`config.mk`:
```
export PLATFORM = sky130hd
export DESIGN_NAME = twe_tile_elim
export DESIGN_NICKNAME = d
export VERILOG_FILES = /design/src/rtl/twe_pkg.sv /design/src/rtl/twe_crc_step.sv /design/src/rtl/twe_tile_fifo.sv /design/src/rtl/twe_sig_table.sv /design/src/rtl/twe_tile_elim.sv
export SDC_FILE = /design/constraint.sdc
export NUM_CORES = 2
export LEC_CHECK = 0
export BUFFER_PORTS_ARGS = -buffer_cell sky130_fd_sc_hd__buf_4
export CAP_MARGIN = 10
export CORE_MARGIN = 4
export CORE_UTILIZATION = 35
export CTS_BUF_LIST = sky130_fd_sc_hd__clkbuf_4
export DETAILED_ROUTE_END_ITERATION = 8
export GPL_ROUTABILITY_DRIVEN = 0
export SYNTH_ARGS = -nofsm -noshare
export SYNTH_HDL_FRONTEND = slang
export SYNTH_SLANG_ARGS = --single-unit
```
`constraint.sdc`:
```
create_clock -name clk -period 13.37 [get_ports clk]
set_input_delay 3.3425 -clock clk [delete_from_list [all_inputs] [get_ports clk]]
set_output_delay 3.3425 -clock clk [all_outputs]
set_load 0.02 [all_outputs]
```
`src/rtl/twe_pkg.sv`:
```
package twe_pkg;
   localparam logic [63:0] CRC64_ECMA_POLY = 64'h42F0E1EBA9EA3693;

   typedef enum logic {
      ST_FILL = 1'b0,
      ST_SEND = 1'b1
   } twe_state_e;
endpackage

```
`src/rtl/twe_crc_step.sv`:
```
module twe_crc_step #(
   parameter int          CRC_W  = 64,
   parameter int          DATA_W = 32,
   parameter logic [CRC_W-1:0] POLY = 64'h42F0E1EBA9EA3693
) (
   input  logic [CRC_W-1:0]  crc_in,
   input  logic [DATA_W-1:0] data,
   output logic [CRC_W-1:0]  crc_out
);
   if (POLY[0] != 1'b1) begin : g_bad_poly
      $error("twe_crc_step: polynomial must have its x^0 term set");
   end

   // Bit-serial division unrolled over one data word, MSB first.
   always_comb begin
      logic [CRC_W-1:0] acc;
      logic             fb;
      acc = crc_in;
      for (int b = DATA_W - 1; b >= 0; b--) begin
         fb  = acc[CRC_W-1] ^ data[b];
         acc = {acc[CRC_W-2:0], 1'b0} ^ (fb ? POLY : '0);
      end
      crc_out = acc;
   end
endmodule

```
`src/rtl/twe_tile_fifo.sv`:
```
module twe_tile_fifo #(
   parameter int DATA_W = 32,
   parameter int DEPTH  = 16,
   localparam int AW    = (DEPTH > 1) ? $clog2(DEPTH) : 1,
   localparam int CW    = $clog2(DEPTH + 1)
) (
   input  logic              clk,
   input  logic              rst_n,
   input  logic              flush,
   input  logic              wr_en,
   input  logic [DATA_W-1:0] wr_data,
   input  logic              rd_en,
   output logic [DATA_W-1:0] rd_data,
   output logic              rd_last,
   output logic [CW-1:0]     fill
);
   if (DEPTH < 1) begin : g_bad_depth
      $error("twe_tile_fifo: DEPTH must be at least 1");
   end

   logic [DATA_W-1:0] mem [0:(1<<AW)-1];
   logic [CW-1:0]     cnt_q;
   logic [CW-1:0]     rd_q;

   always_ff @(posedge clk) begin
      if (wr_en && !flush) mem[cnt_q[AW-1:0]] <= wr_data;
   end

   always_ff @(posedge clk or negedge rst_n) begin
      if (!rst_n) begin
         cnt_q <= '0;
         rd_q  <= '0;
      end else if (flush) begin
         cnt_q <= '0;
         rd_q  <= '0;
      end else begin
         if (wr_en) cnt_q <= cnt_q + CW'(1);
         if (rd_en) rd_q  <= rd_q + CW'(1);
      end
   end

   assign rd_data = mem[rd_q[AW-1:0]];
   assign rd_last = (cnt_q != '0) && (rd_q == cnt_q - CW'(1));
   assign fill    = cnt_q;

   // A tile must fit in the buffer.
   a_r4_fifo_room: assert property (@(posedge clk) disable iff (!rst_n)
      (wr_en && !flush) |-> (cnt_q < CW'(DEPTH)));
   // Reads never run past the stored beats.
   a_r4_read_in_range: assert property (@(posedge clk) disable iff (!rst_n)
      rd_en |-> (rd_q < cnt_q));
endmodule

```
`src/rtl/twe_sig_table.sv`:
```
module twe_sig_table #(
   parameter int CRC_W   = 64,
   parameter int ENTRIES = 16,
   localparam int IDX_W  = (ENTRIES > 1) ? $clog2(ENTRIES) : 1
) (
   input  logic             clk,
   input  logic             rst_n,
   input  logic [IDX_W-1:0] rd_idx,
   output logic [CRC_W-1:0] rd_sig,
   output logic             rd_hit_ok,
   input  logic             wr_en,
   input  logic [IDX_W-1:0] wr_idx,
   input  logic [CRC_W-1:0] wr_sig
);
   if (ENTRIES < 1) begin : g_bad_entries
      $error("twe_sig_table: ENTRIES must be at least 1");
   end

   logic [CRC_W-1:0] sig_q [ENTRIES];
   logic             vld_q [ENTRIES];

   for (genvar g = 0; g < ENTRIES; g++) begin : g_entry
      always_ff @(posedge clk or negedge rst_n) begin
         if (!rst_n) begin
            vld_q[g] <= 1'b0;
            sig_q[g] <= '0;
         end else if (wr_en && (wr_idx == IDX_W'(g))) begin
            vld_q[g] <= 1'b1;
            sig_q[g] <= wr_sig;
         end
      end
   end

   always_comb begin
      rd_sig    = '0;
      rd_hit_ok = 1'b0;
      for (int e = 0; e < ENTRIES; e++) begin
         if (rd_idx == IDX_W'(e)) begin
            rd_sig    = sig_q[e];
            rd_hit_ok = vld_q[e];
         end
      end
   end

   // A stored signature is readable, and valid, on the next cycle.
   a_r5_write_visible: assert property (@(posedge clk) disable iff (!rst_n)
      (wr_en && (rd_idx == wr_idx)) |=> ((rd_idx != $past(wr_idx)) ||
                                        (rd_hit_ok && rd_sig == $past(wr_sig))));
endmodule

```
`src/rtl/twe_tile_elim.sv`:
```
module twe_tile_elim #(
   parameter int  PIX_W     = 32,
   parameter int  TILE_PIX  = 16,
   parameter int  MAX_TILES = 16,
   parameter int  CRC_W     = 64,
   parameter bit  CNT_SAT   = 1'b1,
   localparam int IDX_W     = (MAX_TILES > 1) ? $clog2(MAX_TILES) : 1,
   localparam int CNT_W     = $clog2(MAX_TILES + 1),
   localparam int FILL_W    = $clog2(TILE_PIX + 1)
) (
   input  logic              clk,
   input  logic              rst_n,
   input  logic              frame_start,
   input  logic              in_valid,
   output logic              in_ready,
   input  logic [PIX_W-1:0]  in_data,
   input  logic [IDX_W-1:0]  in_idx,
   input  logic              in_last,
   output logic              out_valid,
   input  logic              out_ready,
   output logic [PIX_W-1:0]  out_data,
   output logic [IDX_W-1:0]  out_idx,
   output logic              out_last,
   output logic [CNT_W-1:0]  elim_count
);
   import twe_pkg::*;

   if (CRC_W != 64) begin : g_bad_crc
      $error("twe_tile_elim: only a 64-bit signature is supported");
   end
   if (TILE_PIX < 1 || MAX_TILES < 1) begin : g_bad_size
      $error("twe_tile_elim: TILE_PIX and MAX_TILES must be positive");
   end

   twe_state_e       state_q;
   logic             first_q;
   logic [CRC_W-1:0] crc_q, crc_base, crc_next;
   logic [CRC_W-1:0] stored_sig;
   logic             stored_ok;
   logic             accept, tile_end, hit, miss, pop, rd_last;
   logic [FILL_W-1:0] fill;

   assign in_ready  = (state_q == ST_FILL);
   assign out_valid = (state_q == ST_SEND);
   assign accept    = in_valid && in_ready;
   assign tile_end  = accept && in_last;
   assign pop       = out_valid && out_ready;

   // Signature datapath
   assign crc_base = first_q ? {CRC_W{1'b1}} : crc_q;

   twe_crc_step #(.CRC_W(CRC_W), .DATA_W(PIX_W), .POLY(CRC64_ECMA_POLY)) u_crc (
      .crc_in (crc_base),
      .data   (in_data),
      .crc_out(crc_next)
   );

   always_ff @(posedge clk or negedge rst_n) begin
      if (!rst_n) begin
         crc_q   <= '1;
         first_q <= 1'b1;
      end else if (accept) begin
         crc_q   <= crc_next;
         first_q <= in_last;
      end
   end

   // Signature table and decision
   twe_sig_table #(.CRC_W(CRC_W), .ENTRIES(MAX_TILES)) u_tab (
      .clk      (clk),
      .rst_n    (rst_n),
      .rd_idx   (in_idx),
      .rd_sig   (stored_sig),
      .rd_hit_ok(stored_ok),
      .wr_en    (miss),
      .wr_idx   (in_idx),
      .wr_sig   (crc_next)
   );

   assign hit  = tile_end && stored_ok && (stored_sig == crc_next);
   assign miss = tile_end && !hit;

   // One-tile staging buffer
   twe_tile_fifo #(.DATA_W(PIX_W), .DEPTH(TILE_PIX)) u_buf (
      .clk    (clk),
      .rst_n  (rst_n),
      .flush  (hit || (pop && rd_last)),
      .wr_en  (accept),
      .wr_data(in_data),
      .rd_en  (pop),
      .rd_data(out_data),
      .rd_last(rd_last),
      .fill   (fill)
   );

   assign out_last = rd_last;

   always_ff @(posedge clk or negedge rst_n) begin
      if (!rst_n) begin
         state_q <= ST_FILL;
         out_idx <= '0;
      end else begin
         case (state_q)
            ST_FILL: if (miss) begin
               state_q <= ST_SEND;
               out_idx <= in_idx;
            end
            ST_SEND: if (pop && rd_last) state_q <= ST_FILL;
            default: state_q <= ST_FILL;
         endcase
      end
   end

   // Drop counter, cleared per frame
   logic [CNT_W-1:0] cnt_inc;
   if (CNT_SAT) begin : g_cnt_sat
      assign cnt_inc = (elim_count == {CNT_W{1'b1}}) ? elim_count : elim_count + CNT_W'(1);
   end else begin : g_cnt_wrap
      assign cnt_inc = elim_count + CNT_W'(1);
   end

   always_ff @(posedge clk or negedge rst_n) begin
      if (!rst_n)                elim_count <= '0;
      else if (frame_start && hit) elim_count <= CNT_W'(1);
      else if (frame_start)      elim_count <= '0;
      else if (hit)              elim_count <= cnt_inc;
   end

   // ---------------- assertions ----------------
   a_r7_no_input_while_sending: assert property (@(posedge clk) disable iff (!rst_n)
      out_valid |-> !in_ready);
   a_r8_hold_under_backpressure: assert property (@(posedge clk) disable iff (!rst_n)
      (out_valid && !out_ready) |=> (out_valid && $stable(out_data) &&
                                     $stable(out_idx) && $stable(out_last)));
   a_r3_drop_sends_nothing: assert property (@(posedge clk) disable iff (!rst_n)
      hit |=> (!out_valid && fill == '0));
   a_r4_write_starts_next: assert property (@(posedge clk) disable iff (!rst_n)
      miss |=> (out_valid && out_idx == $past(in_idx)));
   a_r9_clear_and_count: assert property (@(posedge clk) disable iff (!rst_n)
      (frame_start && hit) |=> (elim_count == CNT_W'(1)));
   a_r9_clear: assert property (@(posedge clk) disable iff (!rst_n)
      (frame_start && !hit) |=> (elim_count == '0));
   a_r3_count_step: assert property (@(posedge clk) disable iff (!rst_n)
      (!frame_start && !hit) |=> $stable(elim_count));
   a_r2_index_in_range: assert property (@(posedge clk) disable iff (!rst_n)
      tile_end |-> (32'(in_idx) < MAX_TILES));
endmodule

```
==> run metrics <==
initial antenna violation count 14; die outline height 484.4 um; via count of the first global-routing pass 51850; Clock Tree Buf Depth 4; synthesis-to-finish area growth 12.90%; register-to-register setup slack between 3000 and 4000 ps; Final Net Count 5933; pre-CTS setup slack 997.3 ps; residual DRC count 0; slew at the pin closest to its max-slew limit between 1000 and 1500 ps; post-DP HPWL 159.6 mm; first-pass GRT wire length 364.0 mm; Worst Path Class, Setup in2reg; adder-cell area share of the yosys netlist 0.1260%; clock transition time at the flip-flop clock pins of the worst setup and hold paths roughly 60 ps; Hold Crit Class reg2reg; dominant combinational cell family by area after synthesis multiplexers; Hold Violations, Final 0; proportion of synthesized chip area in sequential cells 54.90%; # Max-Cap Violations 0; area of the placeable core 225300 um^2; number of vias after detailed routing 50940; average cell area after synthesis 14.30 um^2; ratio of routed vias to standard cells 5.529; Die Footprint 234600 um^2; launching point of the worst reg2reg path first_q$_DFFE_PN1P_; insertion delay to the later sink of the worst-skew pair 1490 ps; Resize count post-CTS 0; nature of the critical path endpoint flip-flop; RSZ-0062 raised after global routing false; total wire length after detailed routing approximately 250 mm; CP arrival 12110 ps; most frequently used flop master after synthesis dfrtp_1; kind of start point of the critical path input pin; total global-route track usage 20.80%; pin count of the biggest net entering global routing 190; async set or reset register ratio after synthesis 68.72%; number of detailed-route iterations in the first pass 5; number of synthesized flops with an enable pin 512; fraction of layout cells with a size suffix above 1 between 30% and 40%; final setup TNS 0 ps; most frequent cells in the layout dfrtp_1 (1056), mux2_2 (815), clkbuf_4 (670); count of state elements after synthesis 1637; top-level I/O count 86; final setup margin 2185 ps; fraction of the mapped netlist area in compound gates 6.104%; crit-path max FO 32; Max Transition Viols Final 0; Final Skew 206.5 ps; run status completed; Cells after Synth 5555; most frequent standard cell in the layout excluding fill and tap cells dfrtp_1; count of different cell masters after synthesis 89; maximum level of the CTS H-tree 5; Slew HR 14.10%; number of routed nets with antenna violations 0; CTS Root Cell clkbuf_4; synth warn 0; Critical Path RT 14300 ps; net count after synthesis about 5600; drt wl/cell around 27 um; violation count after the first detailed-route iteration 5428; worst r2r path cells 17; capture instance of the worst register-to-register path u_buf.mem[12][21]$_DFFE_PP_; Setup Buffers After CTS 0; overflow left after global routing 0; number of cells on the worst hold path 2; clock tree from TritonCTS done; mux cell area share after synthesis between 20% and 30%; area share of xor/xnor cells in the synthesized design 11.11%; Synth Area in Simple Gates 3.847%; die span in x between 400 and 500 um; startpoint of the lowest-slack hold path crc_q[21]$_DFFE_PN1P_; count of hold-fix buffers inserted at cts 0; final worst path period need 11180 ps; fraction of the cycle the final worst path needs 83.66%; Hold Path Sink crc_q[21]$_DFFE_PN1P_; row count about 170; number of CTS-inserted buffers 442; maximum frequency from static timing analysis 89.41 MHz; setup violation total in the final timing report 0; starting density of the core 35.25%; post-synthesis cell area approximately 80000 um^2; number of clock sinks between 1500 and 2000; number of port buffers 85
-- registers in the layout, indices dropped and copies added, names as in the netlist --
name	flops
u_tab.sig_q	1024
u_buf.mem	512
first_q	1
out_valid	1
out_idx	4
elim_count	5
u_buf.fill	5
u_tab.vld_q	16
u_buf.rd_q	5
crc_q	64
-- synth_stat cells (all sizes together), types with 7 or more instances --
library cell  instances  area (um^2)
dfrtp              1060        26530
mux2               1045        11930
edfxtp              512        15370
xnor2               508         4795
nand2               313         1175
clkbuf              231        867.1
nor2                231        877.1
mux4                206         4639
a21oi               194        970.9
buf                 176        912.1
xor2                143         1455
o21ai               135        675.6
xnor3               101         2291
a22oi                80        600.6
a221oi               69        604.3
dfstp                65         1708
mux2i                59        590.6
nand3                45        225.2
o22ai                33        206.5
nor3                 24        120.1
a211oi               23        265.3
a21o                 22        165.2
a222oi               21        210.2
and3                 21        131.4
o221ai               18        157.7
o211ai               17        127.6
a221o                16        160.2
a22o                 16        140.1
nand4                15        93.84
a2111oi              12        143.9
inv                  12        45.04
xor3                 12        286.5
nor2b                10        62.56
a31oi                 9        56.30
or2                   9        56.31
ha                    8        100.1
o31ai                 7        52.55
or3                   7        43.79
-- layout make-up --
| class | instances | area, um^2 |
|---|---|---|
| Timing Repair Buffer | 291 | 2416 |
| Antenna cell | 14 | 35.03 |
| Multi-Input combinational cell | 3498 | 34350 |
| Tap cell | 2992 | 3744 |
| Inverter | 13 | 48.80 |
| Clock inverter | 98 | 439.2 |
| Sequential cell | 1637 | 43620 |
| Fill cell | 21120 | 135700 |
| Clock buffer | 670 | 5030 |
-- stage by stage --
stage | util (%) | cells | hold WS [ps] | area [um^2]
CTS | 39.78 | 9199 | 455.8 | 89640
floorplan | - | 5555 | 422.7 | 79430
global route | 39.79 | 9207 | 471.4 | 89660
finish | 39.80 | 9213 | 457.4 | 89680
global placement | 37.36 | 8431 | 432.6 | 84170
detailed placement | 37.36 | 8431 | 442.5 | 84170
-- metal layers --
metal  up-vias  wire length, um  global-route usage (%)
met5         -               46                       0
met4         6             8568                   7.530
met3       484            20060                   4.350
met2      2345           109900                   31.02
met1     26750           109600                   29.92
li1      21350                -                       -
-- worst max-delay path, cell delays in order --
cell       delay, ps
buf_4            300
xor2_2           360
xor2_2           370
xnor3_1          860
xnor3_1          540
xnor2_1          460
xnor3_1          630
xnor3_1          630
xnor3_2          410
xnor2_4          750
xnor2_2          480
xnor2_1          260
or3_1            370
a2111oi_1        400
and4_2           830
a21oi_1          420
and3_2           630
-- cells by family (layout without fill, tap and decap cells) --
kind of cell	count (synthesis)	after routing
other	0	14
buffers and inverters	420	1072
flip-flops	1637	1637
XOR/XNOR	764	764
AND/OR/NAND/NOR	709	709
adder cells (fa/ha/maj)	8	8
AO/OA/AOI/OAI	707	707
multiplexers	1310	1310
-- worst max path at each step --
| stage | from | end | slack, ps |
|---|---|---|---|
| detailed placement | in_data[31] | u_buf.mem[0][3]$_DFFE_PP_ | 1000 |
| finish | in_data[31] | u_buf.mem[12][21]$_DFFE_PP_ | 2190 |
| CTS | in_data[31] | u_buf.mem[12][21]$_DFFE_PP_ | 2490 |
| global route | in_data[31] | u_buf.mem[12][21]$_DFFE_PP_ | 1970 |
| floorplan | in_data[30] | u_buf.mem[0][0]$_DFFE_PP_ | 3270 |
| global placement | in_data[31] | u_buf.mem[5][5]$_DFFE_PP_ | 980 |
Power is left out: the tool's default activity adds up to more than one toggle a clock period on the data nets, which glitch-free logic cannot reach.
